`src/rtl/pbus_pkg.sv`:
```
package pbus_pkg;

  // Field widths of the timing format
  localparam int TON_W  = 4;
  localparam int TOFF_W = 6;

  typedef enum logic [1:0] {
    ST_IDLE   = 2'd0,
    ST_ACTIVE = 2'd1,
    ST_GAP    = 2'd2
  } pbus_state_e;

  // Timing fields as programmed
  typedef struct packed {
    logic [TON_W-1:0]  cs_on;
    logic [TON_W-1:0]  we_on;
    logic [TON_W-1:0]  re_on;
    logic [TOFF_W-1:0] cs_off;
    logic [TOFF_W-1:0] we_off;
    logic [TOFF_W-1:0] re_off;
    logic [TOFF_W-1:0] we_cyc;
    logic [TOFF_W-1:0] re_cyc;
    logic [TOFF_W-1:0] acc;
    logic [TOFF_W-1:0] gap;
  } pbus_raw_t;

  // Timing fields after ordering rules are enforced
  typedef struct packed {
    logic [TOFF_W-1:0] cs_on;
    logic [TOFF_W-1:0] cs_off;
    logic [TOFF_W-1:0] we_on;
    logic [TOFF_W-1:0] we_off;
    logic [TOFF_W-1:0] re_on;
    logic [TOFF_W-1:0] re_off;
    logic [TOFF_W-1:0] end_wr;
    logic [TOFF_W-1:0] end_rd;
    logic [TOFF_W-1:0] acc;
    logic [TOFF_W-1:0] gap;
  } pbus_tim_t;

endpackage

```
`src/rtl/pbus_timing_clamp.sv`:
```
module pbus_timing_clamp
  import pbus_pkg::*;
(
  input  pbus_raw_t raw,
  output pbus_tim_t eff,
  output logic      viol
);

  logic [TOFF_W-1:0] we_on, re_on, cs_on;
  logic [TOFF_W-1:0] we_off, re_off, cs_off1, cs_off;
  logic [TOFF_W-1:0] strobe_max, we_cyc, re_cyc, acc, rd_mid;

  always_comb begin
    we_on  = TOFF_W'(raw.we_on);
    re_on  = TOFF_W'(raw.re_on);
    cs_on  = TOFF_W'(raw.cs_on);

    // release must follow assert by at least one tick
    we_off  = (raw.we_off <= we_on) ? we_on + 1'b1 : raw.we_off;
    re_off  = (raw.re_off <= re_on) ? re_on + 1'b1 : raw.re_off;
    cs_off1 = (raw.cs_off <= cs_on) ? cs_on + 1'b1 : raw.cs_off;

    // chip select may not drop before either strobe
    strobe_max = (we_off > re_off) ? we_off : re_off;
    cs_off     = (cs_off1 < strobe_max) ? strobe_max : cs_off1;

    we_cyc = (raw.we_cyc < we_off) ? we_off : raw.we_cyc;
    re_cyc = (raw.re_cyc < re_off) ? re_off : raw.re_cyc;
    acc    = (raw.acc <= re_on) ? re_on + 1'b1 : raw.acc;

    viol = (raw.we_off <= we_on) | (raw.re_off <= re_on) |
           (raw.cs_off <= cs_on) | (cs_off1 < strobe_max) |
           (raw.we_cyc < we_off) | (raw.re_cyc < re_off) |
           (raw.acc <= re_on);

    rd_mid = (re_cyc > cs_off) ? re_cyc : cs_off;

    eff.cs_on  = cs_on;
    eff.cs_off = cs_off;
    eff.we_on  = we_on;
    eff.we_off = we_off;
    eff.re_on  = re_on;
    eff.re_off = re_off;
    eff.end_wr = (we_cyc > cs_off) ? we_cyc : cs_off;
    eff.end_rd = (acc > rd_mid) ? acc : rd_mid;
    eff.acc    = acc;
    eff.gap    = raw.gap;
  end

endmodule

```
`src/rtl/pbus_tick_pace.sv`:
```
module pbus_tick_pace (
  input  logic clk,
  input  logic rst_n,
  input  logic clr,
  input  logic run,
  input  logic half,
  output logic tick_en,
  output logic tick_first
);

  logic phase_q, phase_d;

  always_comb begin
    phase_d = phase_q;
    if (clr)            phase_d = 1'b0;
    else if (run && half) phase_d = ~phase_q;
  end

  always_ff @(posedge clk or negedge rst_n) begin
    if (!rst_n) phase_q <= 1'b0;
    else        phase_q <= phase_d;
  end

  assign tick_en    = !half || phase_q;
  assign tick_first = !phase_q;

endmodule

```
`src/rtl/pbus_strobe_win.sv`:
```
module pbus_strobe_win #(
  parameter int W = 6
) (
  input  logic [W-1:0] cnt,
  input  logic [W-1:0] on_tick,
  input  logic [W-1:0] off_tick,
  input  logic         en,
  output logic         act
);

  assign act = en && (cnt >= on_tick) && (cnt < off_tick);

endmodule

```
`src/rtl/pbus_cycle_timer.sv`:
```
module pbus_cycle_timer
  import pbus_pkg::*;
#(
  parameter int DW = 16
) (
  input  logic              clk,
  input  logic              rst_n,
  input  logic [TON_W-1:0]  cfg_cs_on,
  input  logic [TOFF_W-1:0] cfg_cs_off,
  input  logic [TON_W-1:0]  cfg_we_on,
  input  logic [TOFF_W-1:0] cfg_we_off,
  input  logic [TON_W-1:0]  cfg_re_on,
  input  logic [TOFF_W-1:0] cfg_re_off,
  input  logic [TOFF_W-1:0] cfg_we_cyc,
  input  logic [TOFF_W-1:0] cfg_re_cyc,
  input  logic [TOFF_W-1:0] cfg_acc,
  input  logic [TOFF_W-1:0] cfg_gap,
  input  logic              cfg_half,
  input  logic              cfg_pol_cs,
  input  logic              cfg_pol_we,
  input  logic              cfg_pol_re,
  input  logic              cfg_pol_a0,
  input  logic              req_valid,
  output logic              req_ready,
  input  logic [1:0]        req_kind,
  input  logic [DW-1:0]     req_wdata,
  output logic              done,
  output logic              cfg_err,
  output logic              rd_valid,
  input  logic              rd_ready,
  output logic [DW-1:0]     rd_data,
  output logic              bus_cs,
  output logic              bus_we,
  output logic              bus_re,
  output logic              bus_a0,
  output logic              bus_doe,
  output logic [DW-1:0]     bus_dout,
  input  logic [DW-1:0]     bus_din
);

  localparam int CNT_W = TOFF_W;
  localparam int NSTB  = 3;   // 0: CS, 1: WE, 2: RE
  localparam int NPOL  = NSTB + 1;

  // ---------------- timing adjustment ----------------
  pbus_raw_t raw;
  pbus_tim_t eff;
  logic      viol;

  always_comb begin
    raw.cs_on  = cfg_cs_on;
    raw.we_on  = cfg_we_on;
    raw.re_on  = cfg_re_on;
    raw.cs_off = cfg_cs_off;
    raw.we_off = cfg_we_off;
    raw.re_off = cfg_re_off;
    raw.we_cyc = cfg_we_cyc;
    raw.re_cyc = cfg_re_cyc;
    raw.acc    = cfg_acc;
    raw.gap    = cfg_gap;
  end

  pbus_timing_clamp u_clamp (
    .raw  (raw),
    .eff  (eff),
    .viol (viol)
  );

  // ---------------- state ----------------
  pbus_state_e        state_q, state_d;
  logic [CNT_W-1:0]   cnt_q, cnt_d;
  pbus_tim_t          tim_q;
  logic               half_q, rd_q, a0_q;
  logic [NPOL-1:0]    pol_q;
  logic [DW-1:0]      wdata_q, rdat_q;
  logic               rdv_q, rdv_d, err_q, err_d;

  logic               accept, at_end, cap, pace_clr, tick_en, tick_first;
  logic [CNT_W-1:0]   end_sel;

  assign req_ready = (state_q == ST_IDLE) && !rdv_q;
  assign accept    = req_valid && req_ready;
  assign end_sel   = rd_q ? tim_q.end_rd : tim_q.end_wr;
  assign at_end    = (cnt_q == end_sel);
  assign pace_clr  = accept || ((state_q == ST_ACTIVE) && at_end);

  pbus_tick_pace u_pace (
    .clk        (clk),
    .rst_n      (rst_n),
    .clr        (pace_clr),
    .run        (state_q != ST_IDLE),
    .half       (half_q),
    .tick_en    (tick_en),
    .tick_first (tick_first)
  );

  always_comb begin
    state_d = state_q;
    cnt_d   = cnt_q;
    case (state_q)
      ST_IDLE: begin
        if (accept) begin
          state_d = ST_ACTIVE;
          cnt_d   = '0;
        end
      end
      ST_ACTIVE: begin
        if (at_end) begin
          state_d = ST_GAP;
          cnt_d   = '0;
        end else if (tick_en) begin
          cnt_d = cnt_q + 1'b1;
        end
      end
      ST_GAP: begin
        if (cnt_q == tim_q.gap) begin
          state_d = ST_IDLE;
          cnt_d   = '0;
        end else if (tick_en) begin
          cnt_d = cnt_q + 1'b1;
        end
      end
      default: begin
        state_d = ST_IDLE;
        cnt_d   = '0;
      end
    endcase
  end

  always_ff @(posedge clk or negedge rst_n) begin
    if (!rst_n) begin
      state_q <= ST_IDLE;
      cnt_q   <= '0;
    end else begin
      state_q <= state_d;
      cnt_q   <= cnt_d;
    end
  end

  // per-access copy of configuration and request
  always_ff @(posedge clk or negedge rst_n) begin
    if (!rst_n) begin
      tim_q   <= '0;
      half_q  <= 1'b0;
      rd_q    <= 1'b0;
      a0_q    <= 1'b1;
      pol_q   <= '0;
      wdata_q <= '0;
    end else if (accept) begin
      tim_q   <= eff;
      half_q  <= cfg_half;
      rd_q    <= req_kind[1];
      a0_q    <= req_kind[1] | req_kind[0];
      pol_q   <= {cfg_pol_a0, cfg_pol_re, cfg_pol_we, cfg_pol_cs};
      wdata_q <= req_wdata;
    end
  end

  // ---------------- strobe windows ----------------
  logic [CNT_W-1:0] w_on  [NSTB];
  logic [CNT_W-1:0] w_off [NSTB];
  logic [NSTB-1:0]  w_en;
  logic [NSTB-1:0]  win_act;
  logic             active;

  assign active   = (state_q == ST_ACTIVE);
  assign w_on[0]  = tim_q.cs_on;
  assign w_off[0] = tim_q.cs_off;
  assign w_on[1]  = tim_q.we_on;
  assign w_off[1] = tim_q.we_off;
  assign w_on[2]  = tim_q.re_on;
  assign w_off[2] = tim_q.re_off;
  assign w_en[0]  = active;
  assign w_en[1]  = active && !rd_q;
  assign w_en[2]  = active && rd_q;

  for (genvar i = 0; i < NSTB; i++) begin : g_win
    pbus_strobe_win #(.W(CNT_W)) u_win (
      .cnt      (cnt_q),
      .on_tick  (w_on[i]),
      .off_tick (w_off[i]),
      .en       (w_en[i]),
      .act      (win_act[i])
    );
  end

  assign bus_cs   = ~(win_act[0] ^ pol_q[0]);
  assign bus_we   = ~(win_act[1] ^ pol_q[1]);
  assign bus_re   = ~(win_act[2] ^ pol_q[2]);
  assign bus_a0   = a0_q ^ pol_q[3];
  assign bus_doe  = active && !rd_q;
  assign bus_dout = wdata_q;
  assign done     = active && at_end;

  // ---------------- read capture and error flag ----------------
  assign cap = active && rd_q && tick_first && (cnt_q == tim_q.acc);

  always_comb begin
    rdv_d = rdv_q;
    if (cap)           rdv_d = 1'b1;
    else if (rd_ready) rdv_d = 1'b0;
    err_d = err_q | (accept & viol);
  end

  always_ff @(posedge clk or negedge rst_n) begin
    if (!rst_n) begin
      rdv_q <= 1'b0;
      err_q <= 1'b0;
    end else begin
      rdv_q <= rdv_d;
      err_q <= err_d;
    end
  end

  always_ff @(posedge clk or negedge rst_n) begin
    if (!rst_n)   rdat_q <= '0;
    else if (cap) rdat_q <= bus_din;
  end

  assign rd_valid = rdv_q;
  assign rd_data  = rdat_q;
  assign cfg_err  = err_q;

endmodule

```
`config.mk`:
```
export PLATFORM = sky130hd
export DESIGN_NAME = pbus_cycle_timer
export DESIGN_NICKNAME = d
export VERILOG_FILES = /design/src/rtl/pbus_pkg.sv /design/src/rtl/pbus_timing_clamp.sv /design/src/rtl/pbus_tick_pace.sv /design/src/rtl/pbus_strobe_win.sv /design/src/rtl/pbus_cycle_timer.sv
export SDC_FILE = /design/constraint.sdc
export NUM_CORES = 1
export LEC_CHECK = 0
export CAP_MARGIN = 20
export CORE_MARGIN = 4
export CORE_UTILIZATION = 40
export CTS_BUF_LIST = sky130_fd_sc_hd__clkbuf_4
export CTS_CLUSTER_DIAMETER = 80
export DETAILED_ROUTE_END_ITERATION = 10
export DONT_BUFFER_PORTS = 1
export PLACE_DENSITY_LB_ADDON = 0.3
export SLEW_MARGIN = 20
export SYNTH_ARGS = -nofsm -noshare
export SYNTH_HDL_FRONTEND = slang
export SYNTH_HIERARCHICAL = 1
export SYNTH_SLANG_ARGS = --single-unit
```
`constraint.sdc`:
```
create_clock -name clk -period 5.8 [get_ports clk]
set_input_delay 1.16 -clock clk [delete_from_list [all_inputs] [get_ports clk]]
set_output_delay 1.16 -clock clk [all_outputs]
set_load 0.01 [all_outputs]
```
### Word level (Yosys, flattened, before mapping)

Index checks and enable logic that the tools add are counted.

* register bits: 104
* bits in latches: 0
* bits in writable memories: 0
* memory bits (read-only): 0
* input port bits: 97
* output and inout port bits: 41
* logic and storage cells: 117
* memories kept: 0

* add/subtract/negate cells: 4
* multipliers: 0
* divide/modulo/power cells: 0
* order comparisons: 17
* eq/ne operators: 8
* shift operators: 0
* mux-type cells: 25
* bitwise gates (word level): 17
* reduce and logical (&&, ||, !) cells: 25

Operators by type and width (number)
* 6-bit 2-to-1 mux: 16
* 6-bit < comparator: 6
* 6-bit greater-than comparator: 4
* 6-bit by 4-bit less-or-equal comparator with 1-bit output: 4
* 6-bit equality test: 3
* 6-bit by 4-bit greater-or-equal comparator with 1-bit output: 3
* 6-bit one-hot mux with 3 select lines: 1
* 4-bit by 1-bit adder with 5-bit output (second input constant): 3
* 1-bit logical AND: 14
* 1-bit OR: 8
* 6-bit by 1-bit adder with 6-bit output (second input constant): 1
* 2-bit 2-to-1 mux: 3
* 2-bit inequality test (second input constant): 3
* 2-bit one-hot mux with 3 select lines: 1
* 2-bit nonzero test: 3
* 1-bit zero test: 4
* 1-bit 2-to-1 mux: 4
* 1-bit inverter: 4
* 1-bit bitwise XOR: 4
* 3-bit AND reduction: 1
* 2-bit by 1-bit equality test with 1-bit output (second input constant): 1
* 2-bit equality test (second input constant): 1
* 2-bit zero test: 1
* 1-bit logical OR: 2
* 1-bit AND: 1

### Depth between registers and ports, before layout

Gate-level depths: netlist of the first run.

* depth after elaboration: 11
* mapped depth: 39
* depth with buffers taken out: 37

### Modules after synthesis

Netlist of the first run, hierarchy kept.

By module, submodules not included
* pbus_cycle_timer: times used 1, cells each 316, area an instance 4634.4 µm², seq. area each 2728.9 µm²
* pbus_timing_clamp: times used 1, cells each 332, area an instance 2553.7 µm², seq. area each 0.0 µm²
* pbus_strobe_win: times used 3, cells each 38, area an instance 284.0 µm², seq. area each 0.0 µm²
* pbus_tick_pace: times used 1, cells each 6, area an instance 58.8 µm², seq. area each 25.0 µm²

### Worst setup path after synthesis of the first run

OpenSTA, ideal clock, no wires.

* kind: input-to-reg
* start point: input port cfg_we_on[3]
* end point: register tim_q[15] in the netlist's numbering
* setup time: 125 ps
* arrival: 7953 ps
* data required time: 5675 ps
* path slack: -2278 ps
* cell stages on the path: 38
* path buffers: 2
* cells stage by stage: inv_1 -> ha_1 -> a2111oi_2 -> a31oi_1 -> or2_1 -> buf_6 -> o21bai_1 -> ha_1 -> a21oi_1 -> a21boi_0 -> o32ai_1 -> mux2i_1 -> ha_1 -> a21o_1 -> a21o_1 -> a21o_1 -> nor2_1 -> a22o_4 -> [... 2 more ...] -> ha_1 -> nor2b_1 -> o21ai_0 -> a21o_1 -> a21oi_1 -> clkbuf_1 -> nand2_1 -> o21a_1 -> ha_1 -> nor2b_1 -> o21a_1 -> o21a_1 -> o21ai_0 -> a21oi_1 -> inv_1 -> a2bb2o_1 -> a21oi_1 -> mux2_2

RTL lines
* start: declaration: line pbus_cycle_timer.sv:10 `input logic [TON_W-1:0] cfg_we_on,`
* end signal: assignment: line pbus_cycle_timer.sv:143 `tim_q <= '0;`
* end signal: assignment: line pbus_cycle_timer.sv:150 `tim_q <= eff;`
* end: declaration: line pbus_cycle_timer.sv:72 `pbus_tim_t tim_q;`

==> results of run 1 <==
## worst reg2reg max path, cell delays in order, from the launching register on
cell	delay (ns)
sky130_fd_sc_hd__dfrtp_1	0.43
sky130_fd_sc_hd__inv_1	0.10
sky130_fd_sc_hd__ha_1	0.21
sky130_fd_sc_hd__inv_1	0.11
sky130_fd_sc_hd__nor2_1	0.14
sky130_fd_sc_hd__nand2_4	0.41
sky130_fd_sc_hd__buf_4	0.67
sky130_fd_sc_hd__mux2_2	0.45
## power breakdown
group | internal (mW) | switching [mW] | total, mW
clock | 0.103 | 0.301 | 0.404
combinational | 1.13 | 0.890 | 2.02
sequential | 1.13 | 0.306 | 1.44
total | 2.37 | 1.50 | 3.86
## cell families (layout without fill, tap and decap cells)
| logic type | after synthesis | count (layout) | share of synthesized area [%] |
|---|---|---|---|
| muxes | 149 | 149 | 20.7 |
| buffers and inverters | 134 | 202 | 7.82 |
| and+or+nand+nor | 128 | 128 | 8.84 |
| AOI/OAI and AO/OA | 117 | 117 | 10.1 |
| DFF | 110 | 110 | 34.0 |
| adders and majority gates | 97 | 97 | 15.0 |
| xor gates and xnor gates | 32 | 32 | 3.46 |
| other | 1 | 7 | 0.0463 |
## routing by layer
| metal | vias up | track usage (%) |
|---|---|---|
| met3 | 24 | 5.90 |
| met1 | 2811 | 24.1 |
| met4 | 2 | 2.88 |
| li1 | 2812 | - |
| met2 | 150 | 28.8 |
| met5 | - | 0 |
## worst max-delay path by stage
stage | cells past startpoint | to | slack, ns | from
after global routing | 35 | tim_q[13] | -1.67 | cfg_we_off[3]
after global placement | 37 | tim_q[15] | -2.09 | cfg_re_on[3]
after detailed placement | 38 | tim_q[15] | -2.18 | cfg_re_on[3]
final | 35 | tim_q[15] | -1.45 | cfg_we_off[3]
after floorplan | 36 | tim_q[12] | -1.87 | cfg_we_off[3]
after CTS | 36 | tim_q[14] | -1.43 | cfg_we_on[3]
## through the flow
stage,hold WS [ns],util (%),power (mW),area (um2),instances
finish,0.329,48.6,3.86,9580,1107
global route,0.247,48.6,4.19,9570,1106
CTS,0.266,46.9,3.76,9250,1100
detailed placement,0.490,45.4,3.28,8960,1073
global placement,0.475,45.4,3.24,8960,1073
floorplan,0.464,-,2.79,8300,773
## area by class of cell
type                            count  area (um2)  area share (%)
Clock buffer                        9        67.6           0.706
Sequential cell                   110        2750            28.8
Antenna cell                        1        2.50          0.0261
Inverter                           85         340            3.55
Timing Repair Buffer              101         801            8.36
Multi-Input combinational cell    529        5200            54.3
Tap cell                          265         332            3.46
Clock inverter                      7        77.6           0.810
## flip-flops by register name (all words and copies together), names as in the netlist
| name | cells |
|---|---|
| pol_q | 4 |
| cnt_q | 6 |
| half_q | 1 |
| u_pace/phase_q | 1 |
| tim_q | 60 |
| state_q | 2 |
| rd_q | 1 |
| rd_valid | 1 |
| rd_data | 16 |
| bus_dout | 16 |
| a0_q | 1 |
| cfg_err | 1 |
## timing repair
| item | CTS | global route |
|---|---|---|
| gates resized for setup | 20 | 49 |
| pin swaps | 15 | 19 |
| endpoints found under the setup margin | 12 | 12 |
| buffers inserted | 11 | 6 |
## placed cells by master (no fill, tap or decap), drive strengths merged, types with 3 or more instances in the layout
cell type	netlist	final
xnor2	24	24
o21a	11	11
a21o	9	9
o2111ai	8	8
a211o	3	3
nor3	5	5
buf	36	101
a21boi	4	4
inv	84	87
o21ai	36	36
nand2	39	39
nand3	8	8
nor2	26	26
ha	97	97
o22ai	3	3
nor2b	13	13
clkinv	1	4
nor3b	7	7
nand2b	5	5
a22oi	3	3
mux2	121	121
mux2i	28	28
a21oi	20	20
conb	1	6
dfrtp	109	109
a2111oi	4	4
clkbuf	13	9
o21bai	3	3
xor2	8	8
nand4	11	11
==> results.txt, run 1 <==
----------------------------------------------------
[STA]
  Setup repair after global routing missed its margin ... yes
  Final Max Tran Viols ... 0
  Final Setup Violations ... 12
  Max Freq ... 138 MHz
  Worst Slack Setup Final ... -1.45 ns
  Hold violation count in the final report ... 0
  Skew final ... 0.0164 ns
  Post-layout minimum cycle time ... 7.25 ns
  Total negative slack ... -12.50 ns
  Transition time at the pin with the least slew margin ... 0.823 ns
  Slew margin rel. ... 45.1%
  Period utilisation layout ... 125%

[Floorplanning]
  Starting Density ... around two fifths
  Area of the core ... just under 20,000 um2
  Floorplan die area ... between 20,000 and 25,000 um2
  Die H ... around 150 um
  # IOs ... between 100 and 150
  Die span in x ... between 150 and 200 um
  Row cnt ... roughly 50

[Outcome]
  Status ... finished, violations left
  Failing checks ... negative setup slack

[Detailed routing]
  1st-iter DRT viols ... between 150 and 200
  Met1 routed wirelength after detailed routing ... slightly above 9000 um
  DRC Markers ... 0
  DR vias ... a little under 6k
  WL met2 ... between 9000 and 10,000 um
  Number of iterations in the first detailed-routing pass ... 4
  Detailed-route vias per instance ... about 5.2
  Overall routed net length ... between 20,000 and 25,000 um
  Post-route antenna net violation count ... 0
  Highest metal used ... met5
  Routed length on met3 ... between 1000 and 1500 um
  Routed wire length per instance ... about 18 um

[Setup path]
  Cell class contributing the biggest share of worst-path delay ... compound AO/OA/AOI/OAI gates
  Launching point of the worst reg2reg path ... state_q[0]
  Cell with the biggest individual delay on the critical path ... sky130_fd_sc_hd__mux2_4
  Critical Path Start Type ... input port
  Required time of the critical path ... 6.21 ns
  Reg2reg path depth ... 7
  Signal arrival time at the worst endpoint ... about 7.7 ns
  End of the worst register-to-register path ... tim_q[52]
  CP endpoint kind ... register
  Setup slack of the worst register-to-register path ... ~3.2 ns
  Crit-path max cell delay ... about 0.34 ns
  Worst path bufs/invs ... 2
  Crit path kind ... in -> reg
  Largest fanout on the critical path ... 6

[Power and ir drop]
  Max VDD drop ... ~250 uV
  Reported leakage power ... 4.51 nW
  Power density normalized to cell area ... ~400 nW/um2

[CTS]
  Worst-path clk slew ... roughly 0.19 ns
  Clock root buffer ... sky130_fd_sc_hd__clkbuf_4
  Number of hold buffers added after CTS ... 0
  H-tree levels ... 3
  CTS Buffer Depth ... 2
  Later-pin clock latency in the skew report ... about 0.50 ns
  Count of clock tree sinks ... 110
  Inserted Clock Buffers ... 9
  CTS tree ... built

[Global routing]
  Largest net degree at the start of global routing ... 111
  Initial antenna violation count ... 1
  Global routing usage summed across all routing layers ... about 18%
  GR Overflow Total ... 0
  Via count of the first global-routing pass ... slightly above 6k
  Wire length of the first global-routing pass ... 31,800 um

[Logic synthesis]
  Fraction of post-synthesis cell area in the top cell type by area ... roughly a third
  Mapped Area ... around 8100 um2
  Library cell with the largest summed area after synthesis ... sky130_fd_sc_hd__dfrtp_1
  Post-synthesis sequential area ratio ... about a third
  Avg Synthesized Cell Area ... 10.5 um2
  Flops & latches, synth ... 110
  Number of flops mapped to enable cells by yosys ... 0
  Leading post-synthesis cells by cell area ... sky130_fd_sc_hd__dfrtp_1 (34%), sky130_fd_sc_hd__ha_1 (15%), sky130_fd_sc_hd__mux2_2 (15%)
  Count of mapped cells out of synthesis ... 768
  Leading cell types by count after synthesis ... sky130_fd_sc_hd__dfrtp_1 (109), sky130_fd_sc_hd__mux2_2 (105), sky130_fd_sc_hd__ha_1 (97)
  Most instantiated library cell after synthesis ... sky130_fd_sc_hd__dfrtp_1
  Number of distinct standard cells referenced by the synthesized netlist ... between 60 and 70
  Synthesis warning total ... 6
  Primary flip-flop cell chosen by synthesis mapping ... sky130_fd_sc_hd__dfrtp_1
  Share of async-settable or async-resettable flops after synthesis ... 100%

[Hold path]
  Kind of path behind the tightest hold check ... in -> async

[Final layout]
  Layout area overhead ... 18.2%
  Fraction of final layout cells sized beyond drive strength 1 ... 37.8%
  Number of nets at the end of the flow ... 1,030
  Fill count ... 1,792

[Placement]
  Worst slack at placement ... -2.18 ns
  HPWL Detailed ... between 15,000 and 20,000 um
  Routability Congestion ... between 0.9 and 1
  IO Port Bufs ... 0

[Flow run]
  Count of maximum capacitance violations ... 0

----------------------------------------------------
Note: power is estimated with default switching activity, not from simulation.
==> inputs of run 2 (changes only) <==
==> constraint.sdc (replaced) <==
create_clock -name clk -period 8.5 [get_ports clk]
set_input_delay 1.7 -clock clk [delete_from_list [all_inputs] [get_ports clk]]
set_output_delay 1.7 -clock clk [all_outputs]
set_load 0.01 [all_outputs]
==> results.txt, run 2 (synthesized netlist as in run 1, its figures left out) <==
----------------------------------------------------
[Detailed routing]
  Routed length on met3 ... 1520 um (+9.1%)
  Highest metal used ... met5
  WL met2 ... 8640 um (-5.9%)
  1st-iter DRT viols ... 274 (+45%)
  Number of iterations in the first detailed-routing pass ... 4 (unchanged)
  Routed wire length per instance ... 18.0 um (-1.1%)
  DR vias ... 5,470 (-5.7%)
  DRC Markers ... 0 (unchanged)
  Post-route antenna net violation count ... 0 (unchanged)
  Overall routed net length ... 18,900 um (-5.9%)
  Met1 routed wirelength after detailed routing ... 8530 um (-7.9%)
  Detailed-route vias per instance ... 5.19 (-0.84%)

[Setup path]
  Signal arrival time at the worst endpoint ... 8.55 ns (+0.90 ns)
  Required time of the critical path ... 8.89 ns (+2.68 ns)
  Library cell appearing most often on the critical path ... sky130_fd_sc_hd__ha_1
  CP endpoint kind ... register
  Critical Path Start Type ... input port
  Launching point of the worst reg2reg path ... state_q[0]
  End of the worst register-to-register path ... pol_q[1]
  Crit path kind ... in -> reg
  Setup slack of the worst register-to-register path ... 5.92 ns (+2.75 ns)
  Largest fanout on the critical path ... 7 (+1)
  Crit-path max cell delay ... 0.43 ns (+0.09 ns)
  Cell with the biggest individual delay on the critical path ... sky130_fd_sc_hd__o32a_4
  Reg2reg path depth ... 7 (unchanged)

[CTS]
  Worst-path clk slew ... 0.18 ns (about the same)
  Inserted Clock Buffers ... 9 (unchanged)
  CTS Buffer Depth ... 2 (unchanged)
  H-tree levels ... 3 (unchanged)
  Later-pin clock latency in the skew report ... 0.50 ns (about the same)
  CTS tree ... built
  Count of clock tree sinks ... 110 (unchanged)
  Number of hold buffers added after CTS ... 0 (unchanged)
  Clock root buffer ... sky130_fd_sc_hd__clkbuf_4

[STA]
  Final Setup Violations ... 0 (-12)
  Skew final ... 0.0204 ns (+0.00402 ns)
  Max Freq ... around 120 MHz
  Transition time at the pin with the least slew margin ... 0.894 ns (+0.0711 ns)
  Final Max Tran Viols ... 0 (unchanged)
  Post-route worst hold slack ... 0.507 ns (+0.178 ns)
  Slew margin rel. ... 40.4% (-4.7 points)
  Post-layout minimum cycle time ... 8.16 ns
  Period utilisation layout ... a little over nine tenths
  Hold violation count in the final report ... 0 (unchanged)

[Final layout]
  Utilization after layout ... 44.2% (-4.4 points)
  Largest register by flop count ... tim_q
  Most common library cell in the layout ignoring fill and taps ... sky130_fd_sc_hd__dfrtp_1
  Flip-flop count of the largest register, all copies and words added ... 60 (unchanged)
  Number of nets at the end of the flow ... 977 (-5.1%)
  ANT cells ... 0 (-1)
  Fraction of final layout cells sized beyond drive strength 1 ... 27.0% (-11 points)
  Most used cells in the layout excluding fill and tap cells ... sky130_fd_sc_hd__dfrtp_1 (109), sky130_fd_sc_hd__mux2_2 (105), sky130_fd_sc_hd__ha_1 (97)
  Layout area overhead ... 7.55%

[Floorplanning]
  Die H ... 150 um (unchanged)
  Area of the core ... 19,700 um2 (unchanged)
  Starting Density ... 41.1% (unchanged)
  Floorplan die area ... 22,600 um2 (unchanged)
  Row cnt ... 51 (unchanged)
  # IOs ... 138 (unchanged)
  Die span in x ... 150 um (unchanged)

[Placement]
  IO Port Bufs ... 0 (unchanged)
  HPWL Detailed ... 14,600 um (-4.9%)
  Routability Congestion ... 0.907 (-0.26%)

[Power and ir drop]
  Max VDD drop ... 198 uV (-22%)
  Switching power as a share of total power ... 38.6% (-0.11 points)
  Power density normalized to cell area ... 279 nW/um2 (-31%)
  Clock Power Share ... 11.0% (+0.5 points)
  Sequential cell fraction of total power ... 40.6% (+3.3 points)
  Reported net switching power ... 937 uW (-37%)
  Reported leakage power ... 4.20 nW (-6.8%)
  Relative contribution of combinational cells to total power ... 48.4% (-3.9 points)
  Pint ... 1.49 mW (-37%)

[Global routing]
  Initial antenna violation count ... 1 (unchanged)
  Largest net degree at the start of global routing ... 111 (unchanged)
  GR Overflow Total ... 0 (unchanged)
  Via count of the first global-routing pass ... 5,639 (-6.9%)
  Wire length of the first global-routing pass ... 30,200 um (-5.2%)
  Global routing usage summed across all routing layers ... 17.1% (-0.91 points)

[Hold path]
  Kind of path behind the tightest hold check ... reg -> reg
  Worst-case hold path end point ... a0_q
  Hold wc startpoint ... a0_q
  Number of stages on the worst hold path ... 2

[Flow run]
  Count of maximum capacitance violations ... 0 (unchanged)

[Outcome]
  Status ... completed

----------------------------------------------------
-- run 2: power by group through the flow --
| stage | Combinational, mW | Clock (mW) | Sequential [mW] |
|---|---|---|---|
| 5_1_grt | 1.32 | 0.302 | 1.02 |
| 3_3_place_gp | 1.14 | 0 | 0.996 |
| 4_1_cts | 1.17 | 0.284 | 0.990 |
| 3_5_place_dp | 1.17 | 0 | 0.999 |
| 6_report | 1.17 | 0.267 | 0.985 |
| 2_1_floorplan | 0.942 | 0 | 0.931 |
-- run 2: worst max-delay path by stage --
stage	startpoint	to	slack, ns	cells past startpoint
after CTS	cfg_we_on[3]	tim_q[16]	0.24	36
after floorplan	cfg_we_on[3]	tim_q[15]	0.008	37
final	cfg_we_on[3]	tim_q[16]	0.34	36
after detailed placement	cfg_re_on[3]	tim_q[17]	-0.32	36
after global placement	cfg_we_on[3]	tim_q[12]	-0.12	35
after global routing	cfg_re_on[3]	tim_q[16]	-0.04	38
-- run 2: final cells by class --
type / instances / area, um2
tap: 265 / 332
timing repair buffer: 48 / 360
clock buffer: 10 / 75.1
sequential: 110 / 2750
clock inverter: 6 / 60.1
multi-input combinational: 529 / 4810
fill: 1910 / 11000
inverter: 85 / 319
-- run 2: metrics by stage --
step	cells	TNS [ns]	cell area, um2	setup slack, ns	power, mW
2_1_floorplan	773	0	8120	0.00800	1.87
3_3_place_gp	1034	-0.649	8480	-0.124	2.14
3_5_place_dp	1034	-1.78	8480	-0.322	2.17
4_1_cts	1050	0	8620	0.236	2.44
5_1_grt	1053	-0.0790	8710	-0.0351	2.64
6_report	1053	0	8710	0.341	2.43
-- run 2: per-layer routing --
metal / vias up / track usage (%)
met5: - / 0
met4: 2 / 3.57
met3: 16 / 5.60
met2: 144 / 27.3
met1: 2601 / 22.6
li1: 2707 / -
-- run 2: what timing repair did --
action / 4_1_cts / 5_1_grt
endpoints found under the hold margin: 0 / 0
buffers inserted: 0 / 3
resized for setup: 0 / 19
endpoints found under the setup margin: 0 / 6
-- run 2: critical path, delay by kind of cell --
| family | cells | cell delay (ns) |
|---|---|---|
| buffers and inverters | 4 | 0.49 |
| and+or+nand+nor | 4 | 0.68 |
| muxes | 4 | 1.07 |
| AOI/OAI and AO/OA | 19 | 3.25 |
| adders and majority gates | 5 | 1.35 |
